==> config.mk <==
export PLATFORM = sky130hd
export DESIGN_NAME = adcseq_top
export DESIGN_NICKNAME = d
export VERILOG_FILES = /design/src/rtl/adcseq_pkg.sv /design/src/rtl/adcseq_ctrl_reg.sv /design/src/rtl/adcseq_sequencer.sv /design/src/rtl/adcseq_result_bank.sv /design/src/rtl/adcseq_top.sv
export SDC_FILE = /design/constraint.sdc
export NUM_CORES = 1
export LEC_CHECK = 0
export BUFFER_PORTS_ARGS = -buffer_cell sky130_fd_sc_hd__buf_2
export CAP_MARGIN = 30
export CORE_UTILIZATION = 45
export DETAILED_ROUTE_END_ITERATION = 6
export PLACE_DENSITY = 0.64
export REMOVE_ABC_BUFFERS = 1
export SYNTH_ARGS = -nofsm -noshare
export SYNTH_HDL_FRONTEND = slang
export SYNTH_SLANG_ARGS = --single-unit
==> constraint.sdc <==
create_clock -name clk -period 5.4 [get_ports clk]
set_input_delay 0.27 -clock clk [delete_from_list [all_inputs] [get_ports clk]]
set_output_delay 0.27 -clock clk [all_outputs]
set_load 0.05 [all_outputs]
==> src/rtl/adcseq_pkg.sv <==
package adcseq_pkg;

    localparam int CH_W     = 4;
    localparam int GRP_W    = 2;
    localparam int NUM_CH   = 1 << CH_W;
    localparam int ADDR_W   = CH_W + 1;
    localparam int CTRL_W   = 8;
    localparam int START_BIT = 5;
    localparam int FLAG_BIT  = 7;

    typedef struct packed {
        logic            flag;
        logic            ie;
        logic            start;
        logic            scan;
        logic [CH_W-1:0] chsel;
    } ctrl_t;

    typedef enum logic [1:0] {
        SQ_IDLE  = 2'd0,
        SQ_ISSUE = 2'd1,
        SQ_WAIT  = 2'd2
    } sq_state_e;

    function automatic logic [CH_W-1:0] group_base(input logic [CH_W-1:0] sel);
        return {sel[CH_W-1:GRP_W], {GRP_W{1'b0}}};
    endfunction

    function automatic logic [CH_W-1:0] run_first(input ctrl_t c);
        return c.scan ? group_base(c.chsel) : c.chsel;
    endfunction

    function automatic logic run_last(input ctrl_t c, input logic [CH_W-1:0] cur);
        return !c.scan || (cur == c.chsel);
    endfunction

endpackage

==> src/rtl/adcseq_ctrl_reg.sv <==
module adcseq_ctrl_reg
    import adcseq_pkg::*;
(
    input  logic              clk,
    input  logic              rst,
    input  logic              wr_ctrl,
    input  logic              rd_ctrl,
    input  logic [CTRL_W-1:0] wdata,
    input  logic              dma_clr,
    input  logic              set_flag,
    input  logic              clr_start,
    input  logic              abort,
    output ctrl_t             ctrl_q
);

    ctrl_t ctrl_n;
    logic  armed_q;
    logic  armed_n;

    always_comb begin
        ctrl_n  = ctrl_q;
        armed_n = armed_q;

        if (rd_ctrl && ctrl_q.flag) begin
            armed_n = 1'b1;
        end

        if (wr_ctrl) begin
            ctrl_n.ie    = wdata[6];
            ctrl_n.start = wdata[START_BIT];
            if (!ctrl_q.start) begin
                ctrl_n.scan  = wdata[4];
                ctrl_n.chsel = wdata[CH_W-1:0];
            end
            if (!wdata[FLAG_BIT] && armed_q && ctrl_q.flag) begin
                ctrl_n.flag = 1'b0;
            end
            armed_n = 1'b0;
        end

        if (dma_clr) begin
            ctrl_n.flag = 1'b0;
        end

        if (clr_start || abort) begin
            ctrl_n.start = 1'b0;
        end

        if (set_flag) begin
            ctrl_n.flag = 1'b1;
        end

        if (!ctrl_n.flag) begin
            armed_n = 1'b0;
        end
    end

    always_ff @(posedge clk) begin
        if (rst) begin
            ctrl_q  <= '0;
            armed_q <= 1'b0;
        end else begin
            ctrl_q  <= ctrl_n;
            armed_q <= armed_n;
        end
    end

endmodule

==> src/rtl/adcseq_sequencer.sv <==
module adcseq_sequencer
    import adcseq_pkg::*;
(
    input  logic            clk,
    input  logic            rst,
    input  ctrl_t           ctrl_q,
    input  logic            kill,
    input  logic            conv_done,
    output logic            conv_start,
    output logic [CH_W-1:0] conv_ch,
    output logic            res_we,
    output logic            set_flag,
    output logic            clr_start,
    output logic            waiting
);

    sq_state_e       state_q, state_n;
    logic [CH_W-1:0] cur_q, cur_n;

    always_comb begin
        state_n   = state_q;
        cur_n     = cur_q;
        res_we    = 1'b0;
        set_flag  = 1'b0;
        clr_start = 1'b0;

        unique case (state_q)
            SQ_IDLE: begin
                if (ctrl_q.start && !kill) begin
                    state_n = SQ_ISSUE;
                    cur_n   = run_first(ctrl_q);
                end
            end
            SQ_ISSUE: begin
                state_n = kill ? SQ_IDLE : SQ_WAIT;
            end
            SQ_WAIT: begin
                if (kill) begin
                    state_n = SQ_IDLE;
                end else if (conv_done) begin
                    res_we = 1'b1;
                    if (run_last(ctrl_q, cur_q)) begin
                        set_flag = 1'b1;
                        if (ctrl_q.scan) begin
                            cur_n   = run_first(ctrl_q);
                            state_n = SQ_ISSUE;
                        end else begin
                            clr_start = 1'b1;
                            state_n   = SQ_IDLE;
                        end
                    end else begin
                        cur_n   = cur_q + CH_W'(1);
                        state_n = SQ_ISSUE;
                    end
                end
            end
            default: state_n = SQ_IDLE;
        endcase
    end

    always_ff @(posedge clk) begin
        if (rst) begin
            state_q <= SQ_IDLE;
            cur_q   <= '0;
        end else begin
            state_q <= state_n;
            cur_q   <= cur_n;
        end
    end

    assign conv_start = (state_q == SQ_ISSUE);
    assign conv_ch    = cur_q;
    assign waiting    = (state_q == SQ_WAIT);

endmodule

==> src/rtl/adcseq_result_bank.sv <==
module adcseq_result_bank
    import adcseq_pkg::*;
#(
    parameter int RES_W = 10
) (
    input  logic             clk,
    input  logic             rst,
    input  logic             we,
    input  logic [CH_W-1:0]  wr_idx,
    input  logic [RES_W-1:0] wr_data,
    input  logic [CH_W-1:0]  rd_idx,
    output logic [RES_W-1:0] rd_data
);

    logic [RES_W-1:0] res_q [NUM_CH];

    for (genvar g = 0; g < NUM_CH; g++) begin : g_ch
        always_ff @(posedge clk) begin
            if (rst) begin
                res_q[g] <= '0;
            end else if (we && (wr_idx == CH_W'(g))) begin
                res_q[g] <= wr_data;
            end
        end
    end

    assign rd_data = res_q[rd_idx];

endmodule

==> src/rtl/adcseq_top.sv <==
module adcseq_top
    import adcseq_pkg::*;
#(
    parameter int RES_W  = 10,
    parameter int DATA_W = 16
) (
    input  logic              clk,
    input  logic              rst,
    input  logic              abort_i,
    input  logic              bus_sel_i,
    input  logic              bus_wr_i,
    input  logic [ADDR_W-1:0] bus_addr_i,
    input  logic [CTRL_W-1:0] bus_wdata_i,
    output logic [DATA_W-1:0] bus_rdata_o,
    input  logic              dma_rd_i,
    output logic              conv_start_o,
    output logic [CH_W-1:0]   conv_ch_o,
    input  logic              conv_done_i,
    input  logic [RES_W-1:0]  conv_data_i,
    output logic              irq_o
);

    localparam int RES_REGION = ADDR_W - 1;

    ctrl_t             ctrl_q;
    logic [CTRL_W-1:0] ctrl_bits;
    logic              acc_ctrl, acc_res;
    logic              wr_ctrl, rd_ctrl;
    logic              kill;
    logic              res_we, set_flag, clr_start, seq_wait;
    logic [RES_W-1:0]  res_rd;

    assign acc_ctrl = bus_sel_i && (bus_addr_i == '0);
    assign acc_res  = bus_sel_i && bus_addr_i[RES_REGION];
    assign wr_ctrl  = acc_ctrl && bus_wr_i;
    assign rd_ctrl  = acc_ctrl && !bus_wr_i;
    assign kill     = abort_i || (wr_ctrl && !bus_wdata_i[START_BIT]);

    adcseq_ctrl_reg u_ctrl (
        .clk       (clk),
        .rst       (rst),
        .wr_ctrl   (wr_ctrl),
        .rd_ctrl   (rd_ctrl),
        .wdata     (bus_wdata_i),
        .dma_clr   (dma_rd_i),
        .set_flag  (set_flag),
        .clr_start (clr_start),
        .abort     (abort_i),
        .ctrl_q    (ctrl_q)
    );

    adcseq_sequencer u_seq (
        .clk        (clk),
        .rst        (rst),
        .ctrl_q     (ctrl_q),
        .kill       (kill),
        .conv_done  (conv_done_i),
        .conv_start (conv_start_o),
        .conv_ch    (conv_ch_o),
        .res_we     (res_we),
        .set_flag   (set_flag),
        .clr_start  (clr_start),
        .waiting    (seq_wait)
    );

    adcseq_result_bank #(.RES_W(RES_W)) u_bank (
        .clk     (clk),
        .rst     (rst),
        .we      (res_we),
        .wr_idx  (conv_ch_o),
        .wr_data (conv_data_i),
        .rd_idx  (bus_addr_i[CH_W-1:0]),
        .rd_data (res_rd)
    );

    assign ctrl_bits = ctrl_q;

    always_comb begin
        bus_rdata_o = '0;
        if (acc_ctrl) begin
            bus_rdata_o = DATA_W'(ctrl_bits);
        end else if (acc_res) begin
            bus_rdata_o = DATA_W'(res_rd);
        end
    end

    assign irq_o = ctrl_q.flag && ctrl_q.ie;

endmodule

* Word level (Yosys, flattened, before mapping)
Memory sizes are Yosys's and may differ from the RTL's.
Index checks and enable logic that the tools add are counted.
** Cells by class
- Bitwise operators :: 18
- Multiplexer cells :: 99
- Eq/ne operators :: 23
- $add $sub $neg :: 1
- Reduce and logical (&&, ||, !) cells :: 43
** Operators by type and width (number)
- 2-to-1 mux 10 bit :: 18
- 2-to-1 mux 1 bit :: 67
- equality test 4 bit (second input constant) :: 8
- logical AND 1 bit :: 26
- 2-to-1 mux 4 bit :: 5
- equality test 4 x 3 -> 1 bit (second input constant) :: 4
- OR 1 bit :: 16
- 2-to-1 mux 2 bit :: 5
- equality test 4 x 2 -> 1 bit (second input constant) :: 2
- 2-to-1 mux 8 bit :: 1
- case mux 4 bit (2 select lines) :: 1
- case mux 2 bit (3 select lines) :: 1
- zero test 1 bit :: 5
- zero test 5 bit :: 1
- 2-to-1 mux 5 bit :: 1
- AND reduction 5 bit :: 1
- adder 4 x 1 -> 4 bit (second input constant) :: 1
- equality test 4 x 1 -> 1 bit (second input constant) :: 1
- equality test 4 bit :: 1
- zero test 4 bit :: 1
- != test 2 bit (second input constant) :: 2
- AND reduction 2 bit :: 2
- logical OR 1 bit :: 3
- != test 3 x 2 -> 1 bit (second input constant) :: 1
- other kinds (9) :: 10
** Storage, ports and cells
- Word-level logic and storage cells :: 193
- Output and inout port bits :: 22
- Memories kept :: 1
- Memory bits (writable) :: 160
- Register bits :: 15
** Memories
- u_bank.res_q :: depth 16, width 10, read ports 1, clocked after Yosys merged registers in 0, wr ports 16, line adcseq_result_bank.sv:15 : logic [RES_W-1:0] res_q [NUM_CH];

* Logic depth before layout (Yosys ltp)
Gate-level depths: netlist of the first run.
- Word-level depth :: 12
- Gate-level depth with buffers :: 7

* Cells and area by module
A second synthesis of the first run with hierarchy kept.
** Unflattened totals
- Cells, all modules :: 577
- Area total of the unflattened synthesis :: 8291.7 um^2
** By module, submodules not included
- adcseq_result_bank :: area an instance 7308.3 um^2, times used 1, sequential area each 4804.6 um^2, cells each 466
- adcseq_sequencer :: area an instance 415.4 um^2, times used 1, sequential area each 120.1 um^2, cells each 51
- adcseq_ctrl_reg :: area an instance 334.1 um^2, times used 1, sequential area each 180.2 um^2, cells each 32
- adcseq_top :: area an instance 234.0 um^2, times used 1, sequential area each 0.0 um^2, cells each 28

* Worst setup path after synthesis of the first run
OpenSTA, ideal clock, no wires.
- Kind :: input-to-output
- Start :: input bus_addr_i[0]
- End :: output bus_rdata_o[6]
- Stages :: 6
- Data required time :: 5.130 ns
- Arrival time :: 2.252 ns
- Setup slack :: 2.878 ns
- Path through :: buf_6 -> buf_12 -> buf_2 -> mux4_2 -> mux2i_1 -> o21ai_0
** Between the ends
- Cells in the longest elaborated chain, start to end :: 3
** RTL lines
- from (decl) :: line adcseq_top.sv:12 : input logic [ADDR_W-1:0] bus_addr_i,
- memory read (16 x 10 bit) or zero test 5 bit (tied branches)
- 2-to-1 mux 10 bit or logical AND 1 bit (tied branches) :: line adcseq_top.sv:82, adcseq_top.sv:33
- 2-to-1 mux 10 bit (*) :: line adcseq_top.sv:80 : if (acc_ctrl) begin
- to (decl) :: line adcseq_top.sv:14 : output logic [DATA_W-1:0] bus_rdata_o,
Every way passes the cells marked *; elsewhere a longest branch is shown, timed or not.

==> flow_summary.json, run 1 <==
{
  "run_status": "complete, no violations",
  "end_kind": "flip-flop",
  "worstPathCellList": "nor2b_1 -> nand2_1 -> nor4_1 -> a21o_1",
  "cts_root_buffer": "clkbuf_16",
  "postCtsHoldBufs": 0,
  "maxCapViolations": 0,
  "grt-ovfl-total": 0,
  "hold_viol": 0,
  "finalCriticalPeriod_ns": 2.90,
  "worstSetupPathType": "flip-flop to flip-flop",
  "synthArstFlopShare": 0,
  "ys_ff_latch": 175,
  "worst_slack_ns": 2.50,
  "finalInstanceArea_mm2": 0.00905,
  "cts_buffers": 17,
  "die_width_um": 136,
  "arrival_ns": 2.97,
  "grt_pass1_vias": 5160,
  "numClockSinks": 175,
  "critPathBufInv": 0,
  "combPwrFrac": 0.068,
  "ioPinCount": 52,
  "drt_first_pass_iters": 6,
  "ctsHtreeMaxLevel": 4,
  "slowest_stage": "nor4_1",
  "grt_pass1_wl_um": 35200,
  "dpl_cell_area_mm2": 0.00842,
  "syn_to_final_growth_pct": 11.6,
  "diodes": 0,
  "power.density_mw_per_mm2": 329,
  "crit_required_ns": 5.47,
  "netlist_area_mm2": 0.00811,
  "synth_edf_count": 160,
  "worst_pin_slew_ns": 1.15,
  "startpoint_type": "flip-flop",
  "drive_gt1_frac": 0.203,
  "viasPerCell": 6.20,
  "slew_headroom": 0.228,
  "fp.dieH_um": 136,
  "synth_warnings": 0,
  "drc": 0,
  "syn_inst": 604,
  "n_fill_cell": 1469,
  "fp.coreArea_mm2": 0.0174,
  "gp_congestion": 0.890,
  "start_util": 0.466,
  "layout_commonest_cell": "nor2_1",
  "crit_fanout": 10,
  "num_rows": 48,
  "synth_flop_cell": "edfxtp_1",
  "layout_common_cells": "168 x nor2_1, 160 x edfxtp_1, 46 x buf_2",
  "swShare": 0.244,
  "cts_tree": "built",
  "max_stage_delay_ns": 0.91,
  "drt_iter0_drc": 776,
  "dp_slack_ns": 2.13,
  "leakage_nw": 3.23,
  "critPathTopFamily": "simple AND/OR/NAND/NOR gates",
  "avgRoutedWirePerCell_um": 28.1,
  "grt_antenna_before_repair": 1,
  "cts_resized": 0,
  "clk_latency_ns": 0.44,
  "peakVddDrop_v": 0.000205,
  "setup_tns_ns": 0,
  "postCtsSetupRepairBufs": 0,
  "pwr-share-seq": 0.514,
  "final-seq-area_mm2": 0.00510,
  "hp-class": "primary input to flip-flop",
  "setup_violations": 0,
  "slew_viol_final": 0,
  "final_nets": 670,
  "multi_input_area_mm2": 0.00273,
  "dpl.hpwl_um": 16300,
  "num_vias": 5422,
  "yosysSeqAreaShare": 0.630,
  "skew_ns": 0.00896,
  "grt_usage": 0.283,
  "syn_area_per_cell_um2": 13.4,
  "clkTransAtPathRegs_ns": 0.07,
  "finalWirelength_um": 24600,
  "power_switching_mw": 0.727,
  "clock_path_buffers": 2,
  "p_int_mw": 2.25,
  "port_buffers": 45,
  "power.share.clock": 0.418,
  "min_period_over_period": 0.537,
  "grt_max_degree": 41,
  "fmax_mhz": 345,
  "synth_cell_types": 46,
  "rsz0062_at_grt": "false",
  "final_antenna_net_count": 0,
  "die_area_mm2": 0.0186
}
## layout make-up
| cell class | instances | share of cell area |
|---|---|---|
| clock inverters | 15 | 0.0192 |
| clock buffers | 17 | 0.0470 |
| inverters | 8 | 0.00332 |
| repair buffers | 54 | 0.0335 |
| flip-flops and latches | 175 | 0.564 |
| well taps | 225 | 0.0311 |
| multi-input cells | 380 | 0.302 |
## synthesized netlist by cell type, types with 2 or more instances
master / count / area [µm²]
a211oi_1: 3 / 22.5
a21o_1: 18 / 135
a21oi_1: 9 / 45.0
a2bb2oi_1: 8 / 70.1
and2_1: 3 / 18.8
buf_1: 2 / 7.51
buf_2: 23 / 115
buf_4: 10 / 75.1
clkbuf_1: 9 / 33.8
dfxtp_1: 15 / 300
edfxtp_1: 160 / 4800
ha_1: 4 / 50.1
inv_1: 8 / 30.0
mux2i_1: 23 / 230
mux4_1: 3 / 78.8
mux4_2: 39 / 878
nand2_1: 45 / 169
nand2b_1: 3 / 18.8
nand3_1: 3 / 15.0
nand4_1: 6 / 37.5
nor2_1: 168 / 631
nor2b_1: 4 / 25.0
nor4_1: 4 / 25.0
o21ai_0: 8 / 40.0
o32ai_1: 2 / 17.5
xnor2_1: 4 / 35.0
## worst min-delay path, delay by kind of cell
kind                   cells  cell delay (ns)
buffers and inverters      1             0.07
AND/OR/NAND/NOR            1             0.07
multiplexers               1             0.05
## layer usage
layer / part of all wire / GRT usage / up-vias / routed length (µm)
met5: 0.00073 / 0 / - / 18
met1: 0.38 / 0.388 / 2657 / 9230
met2: 0.46 / 0.422 / 444 / 11200
met4: 0.027 / 0.0938 / 2 / 654
li1: - / - / 2274 / -
met3: 0.14 / 0.0947 / 45 / 3490
## metrics by stage
stage / hold slack [ns] / power, mW / instances / utilization
floorplan: 0.339 / 1.66 / 563 / -
global placement: 0.481 / 1.75 / 840 / 0.484
detailed placement: 0.500 / 1.76 / 840 / 0.484
CTS: 0.0708 / 2.97 / 872 / 0.518
global route: 0.0751 / 3.04 / 874 / 0.519
finish: 0.0752 / 2.97 / 874 / 0.519
## final timing paths
path / startpoint / end / slack [ns] / cells after the start
worst max-delay path: u_seq.state_q[1] / u_bank.res_q[12][8] / 2.50 / 4
worst min-delay path: bus_wdata_i[3] / u_ctrl.ctrl_q[3] / 0.08 / 3
worst max register to register: u_seq.state_q[1] / u_bank.res_q[12][8] / 2.50 / 4
worst min register to register: u_ctrl.ctrl_q[6] / u_ctrl.ctrl_q[6] / 0.51 / 2
## power groups by stage
| stage | Sequential (mW) | Combinational (mW) | Clock (mW) |
|---|---|---|---|
| after floorplan | 1.55 | 0.115 | 0 |
| after global placement | 1.55 | 0.196 | 0 |
| after detailed placement | 1.56 | 0.198 | 0 |
| after CTS | 1.53 | 0.199 | 1.24 |
| after global routing | 1.53 | 0.210 | 1.30 |
| final | 1.53 | 0.201 | 1.24 |
## sequential cells by signal, summed over array words and instances, names as in the netlist
signal          cells
u_ctrl.armed_q      1
u_seq.state_q       2
u_ctrl.ctrl_q       8
u_seq.conv_ch       4
u_bank.res_q      160
## kinds of logic after synthesis
family / count (synthesis) / share of synthesized area
compound gates: 55 / 0.0492
xor+xnor: 4 / 0.00432
fa+ha+maj: 4 / 0.00617
buf+inv: 54 / 0.0361
flops: 175 / 0.630
mux: 65 / 0.146
other cells: 1 / 0.000463
simple gates: 246 / 0.128
Power figures use the tool's default switching activity.
==> run 2, diff against run 1 <==
Settings changed: PLACE_DENSITY 0.64 to 0.66.
Clock period 5.4 ns to 2.4 ns, I/O delays scaled along.
==> flow_summary.json, run 2 (synthesized netlist as in run 1, its figures left out) <==
{
  "drt_iter0_drc": 666,
  "slew_viol_final": 0,
  "worstSetupPathType": "flip-flop to primary output",
  "numClockSinks": 175,
  "maxCapViolations": 0,
  "leakage_nw": 3.51,
  "cts_tree": "built",
  "run_status": "complete, no violations",
  "viasPerCell": 5.97,
  "arrival_ns": 2.13,
  "r2r_slack_ns": 0.20,
  "layout_common_cells": "168 x nor2_1, 160 x edfxtp_1, 48 x buf_4",
  "crit_fanout": 1,
  "setup_tns_ns": 0,
  "finalCriticalPeriod_ns": 2.25,
  "hold_end": "u_ctrl.armed_q",
  "fp.dieH_um": 136,
  "num_vias": 5517,
  "cts_resized": 0,
  "rsz0062_at_grt": "false",
  "timing.rr.start": "u_seq.state_q[1]",
  "peakVddDrop_v": 0.000485,
  "ioPinCount": 52,
  "top_register": "u_bank.res_q",
  "fin_total_pwr_mw": 6.94,
  "port_buffers": 45,
  "min_period_over_period": 0.939,
  "diodes": 0,
  "hold_viol": 0,
  "syn_to_final_growth_pct": 17.6,
  "reg2regPathDepth": 6,
  "clk_latency_ns": 0.43,
  "avgRoutedWirePerCell_um": 23.7,
  "grt_max_degree": 41,
  "grt_pass1_vias": 5536,
  "num_rows": 48,
  "ctsHtreeMaxLevel": 4,
  "dpl.hpwl_um": 14700,
  "final_nets": 720,
  "drc": 0,
  "clkTransAtPathRegs_ns": 0.06,
  "placed_cells_incl_taps": 886,
  "startpoint_type": "flip-flop",
  "hp-class": "primary input to flip-flop",
  "cts_buffers": 17,
  "worst_pin_slew_ns": 0.625,
  "setup_violations": 0,
  "skew_ns": 0.00757,
  "slew_headroom": 0.578,
  "crit_required_ns": 2.28,
  "final_antenna_net_count": 0,
  "grt_usage": 0.258,
  "drt_first_pass_iters": 7,
  "start_util": 0.466,
  "die_width_um": 136,
  "fmax_mhz": 444,
  "grt-ovfl-total": 0,
  "power.density_mw_per_mm2": 728,
  "die_area_mm2": 0.0186,
  "grt_pass1_wl_um": 33300,
  "grt_antenna_before_repair": 0,
  "cts_root_buffer": "clkbuf_16",
  "end_kind": "primary output",
  "largest_reg_flops": 160,
  "drive_gt1_frac": 0.249,
  "gp_congestion": 0.841,
  "final_cells": 924,
  "finalWirelength_um": 21900,
  "hold_depth": 3,
  "clock_path_buffers": 2,
  "hp-start": "dma_rd_i",
  "fp.coreArea_mm2": 0.0174,
  "reg2reg_to": "u_bank.res_q[9][6]",
  "layout_commonest_cell": "nor2_1"
}
## run 2: timing repair
item	CTS	global route
hold endpoints to repair	6	0
buffers inserted	0	0
hold buffers	6	0
setup endpoints to repair	0	0
## run 2: worst max-delay path, stage by stage, from the launching register on
cell      delay (ns)
edfxtp_1        0.38
mux4_1          0.50
mux4_2          0.48
nor2b_4         0.14
buf_2           0.21
## run 2: report_power, final
group	internal, mW	switching (mW)	total (mW)
Clock	1.84	1.14	2.99
Combinational	0.216	0.301	0.517
Sequential	3.41	0.0291	3.43
## run 2: area by class of cell
| type | count | area, µm² |
|---|---|---|
| repair buffers | 104 | 746 |
| fillers | 1445 | 7880 |
| well taps | 225 | 282 |
| inverters | 8 | 30.0 |
| clock inverters | 15 | 216 |
| clock buffers | 17 | 425 |
| flip-flops and latches | 175 | 5100 |
| multi-input cells | 380 | 2730 |
## run 2: per-stage QoR
| step | cell area (µm²) | util | setup WS (ns) | hold slack (ns) |
|---|---|---|---|---|
| after floorplan | 7860 | - | 0.197 | 0.189 |
| after global placement | 8830 | 0.507 | 0.394 | 0.352 |
| after detailed placement | 8830 | 0.507 | 0.296 | 0.364 |
| after CTS | 9530 | 0.547 | 0.136 | 0.00652 |
| after global routing | 9530 | 0.547 | 0.0906 | 0.0529 |
| final | 9530 | 0.547 | 0.147 | 0.0152 |
## run 2: worst max path at each step
stage / from / cells past startpoint / endpoint / slack (ns)
after floorplan: u_seq.conv_ch[2] / 2 / u_bank.res_q[12][0] / 0.20
after global placement: u_seq.state_q[1] / 6 / u_bank.res_q[1][9] / 0.39
after detailed placement: u_seq.state_q[1] / 6 / u_bank.res_q[8][4] / 0.30
after CTS: u_bank.res_q[9][9] / 4 / bus_rdata_o[9] / 0.14
after global routing: u_seq.state_q[1] / 6 / u_bank.res_q[9][1] / 0.09
final: u_bank.res_q[8][8] / 4 / bus_rdata_o[8] / 0.15
## run 2: routing by layer
metal	routed length (µm)	GRT usage	vias up	share of wire
met4	912	0.125	0	0.042
li1	-	-	2374	-
met5	0	0	-	0
met3	2190	0.0529	62	0.10
met2	10300	0.401	349	0.47
met1	8560	0.345	2732	0.39
==> run 3, diff against run 2 <==
Settings changed: CORE_MARGIN from default to 1.5.
==> flow_summary.json, run 3 (synthesized netlist as in run 1, its figures left out) <==
{
  "max_stage_delay_ns": 0.49,
  "port_buffers": 45,
  "worstSetupPathType": "flip-flop to primary output",
  "end_kind": "primary output",
  "drt_first_pass_iters": 6,
  "num_vias": 5484,
  "run_status": "complete, no violations",
  "final_nets": 724,
  "arrival_ns": 2.17,
  "placed_cells_incl_taps": 890,
  "grt-ovfl-total": 0,
  "gp_congestion": 0.864,
  "die_width_um": 137,
  "leakage_nw": 3.54,
  "viasPerCell": 5.91,
  "hp-class": "primary input to flip-flop",
  "cts_resized": 0,
  "final_cells": 928,
  "maxCapViolations": 0,
  "slowest_stage": "mux4_1",
  "grt_antenna_before_repair": 0,
  "layout_commonest_cell": "nor2_1",
  "fin_total_pwr_mw": 6.75,
  "ctsHtreeMaxLevel": 4,
  "power.density_mw_per_mm2": 705,
  "peakVddDrop_v": 0.000527,
  "slew_headroom": 0.568,
  "largest_reg_flops": 160,
  "critPathTopFamily": "multiplexers",
  "grt_pass1_wl_um": 33900,
  "cts_tree": "built",
  "min_period_over_period": 0.956,
  "start_util": 0.464,
  "setup_tns_ns": 0,
  "diodes": 0,
  "fp.dieH_um": 137,
  "n_fill_cell": 1385,
  "setup_violations": 0,
  "ioPinCount": 52,
  "grt_pass1_vias": 5450,
  "worst_pin_slew_ns": 0.639,
  "avgRoutedWirePerCell_um": 24.7,
  "die_area_mm2": 0.0188,
  "clkTransAtPathRegs_ns": 0.06,
  "drive_gt1_frac": 0.248,
  "final_util": 0.548,
  "fp.coreArea_mm2": 0.0175,
  "clock_path_buffers": 2,
  "worstPathCellList": "mux4_1 -> mux4_2 -> nor2b_1 -> buf_2",
  "dpl_cell_area_mm2": 0.00894,
  "skew_ns": 0.00865,
  "finalInstanceArea_mm2": 0.00958,
  "numClockSinks": 175,
  "drt_iter0_drc": 690,
  "grt_usage": 0.261,
  "top_register": "u_bank.res_q",
  "dpl.hpwl_um": 15700,
  "crit_fanout": 1,
  "final_antenna_net_count": 0,
  "layout_common_cells": "168 x nor2_1, 160 x edfxtp_1, 46 x buf_4",
  "fmax_mhz": 436,
  "grt_max_degree": 41,
  "clk_latency_ns": 0.44,
  "startpoint_type": "flip-flop",
  "rsz0062_at_grt": "false",
  "finalCriticalPeriod_ns": 2.29,
  "drc": 0,
  "syn_to_final_growth_pct": 18.1,
  "crit_required_ns": 2.28,
  "cts_buffers": 17,
  "finalWirelength_um": 23000,
  "critPathBufInv": 1,
  "num_rows": 48,
  "hold_viol": 0,
  "slew_viol_final": 0,
  "cts_root_buffer": "clkbuf_16"
}
[run 3: changes by cell type in the layout (fill, tap and decap cells not counted), sizes merged]
cell      previous run  this run
clkinvlp             3         0
clkinv               5         6
buf                 98       102
clkbuf              17        21
bufinv               5         3
[run 3: final timing paths]
check,slack [ns],startpoint,end,depth (start not counted)
max,0.11,u_bank.res_q[8][9],bus_rdata_o[9],4
min,0.02,dma_rd_i,u_ctrl.armed_q,3
max reg2reg,0.25,u_seq.state_q[1],u_bank.res_q[5][9],6
min reg2reg,0.51,u_ctrl.ctrl_q[6],u_ctrl.ctrl_q[6],2
[run 3: report_power, final]
group	switching [mW]	leakage [nW]	internal [mW]
clock	1.15	0.285	1.63
sequential	0.0308	1.77	3.41
combinational	0.301	1.48	0.229
total	1.48	3.54	5.27
[run 3: through the flow]
stage               worst slack [ns]  hold WS [ns]
CTS                           0.0842       0.00692
global route                  0.0415        0.0302
global placement               0.406         0.354
floorplan                      0.197         0.189
finish                         0.106        0.0175
detailed placement             0.319         0.360
[run 3: worst min-delay path, stage by stage]
cell and delay, ns:
buf_2 0.07, nand2b_1 0.12, a2111oi_1 0.08
[run 3: layout make-up]
class / instances / area, µm² / share of cell area
timing repair buffer: 108 / 851 / 0.0889
clock buffer: 21 / 440 / 0.0460
sequential: 175 / 5100 / 0.533
inverter: 8 / 30.0 / 0.00314
multi-input combinational: 380 / 2730 / 0.285
tap: 225 / 282 / 0.0294
clock inverter: 11 / 139 / 0.0145
[run 3: what timing repair did]
item                      in CTS  in global routing
hold endpoints to repair       6                  0
hold buffers                   6                  0
setup buffers                  0                  0
[run 3: metal layers]
layer	vias to the layer above	wire length, µm	GRT usage
met5	-	0	0
li1	2378	-	-
met1	2750	8910	0.345
met4	0	570	0.0930
met3	42	2120	0.0581
met2	314	11400	0.427
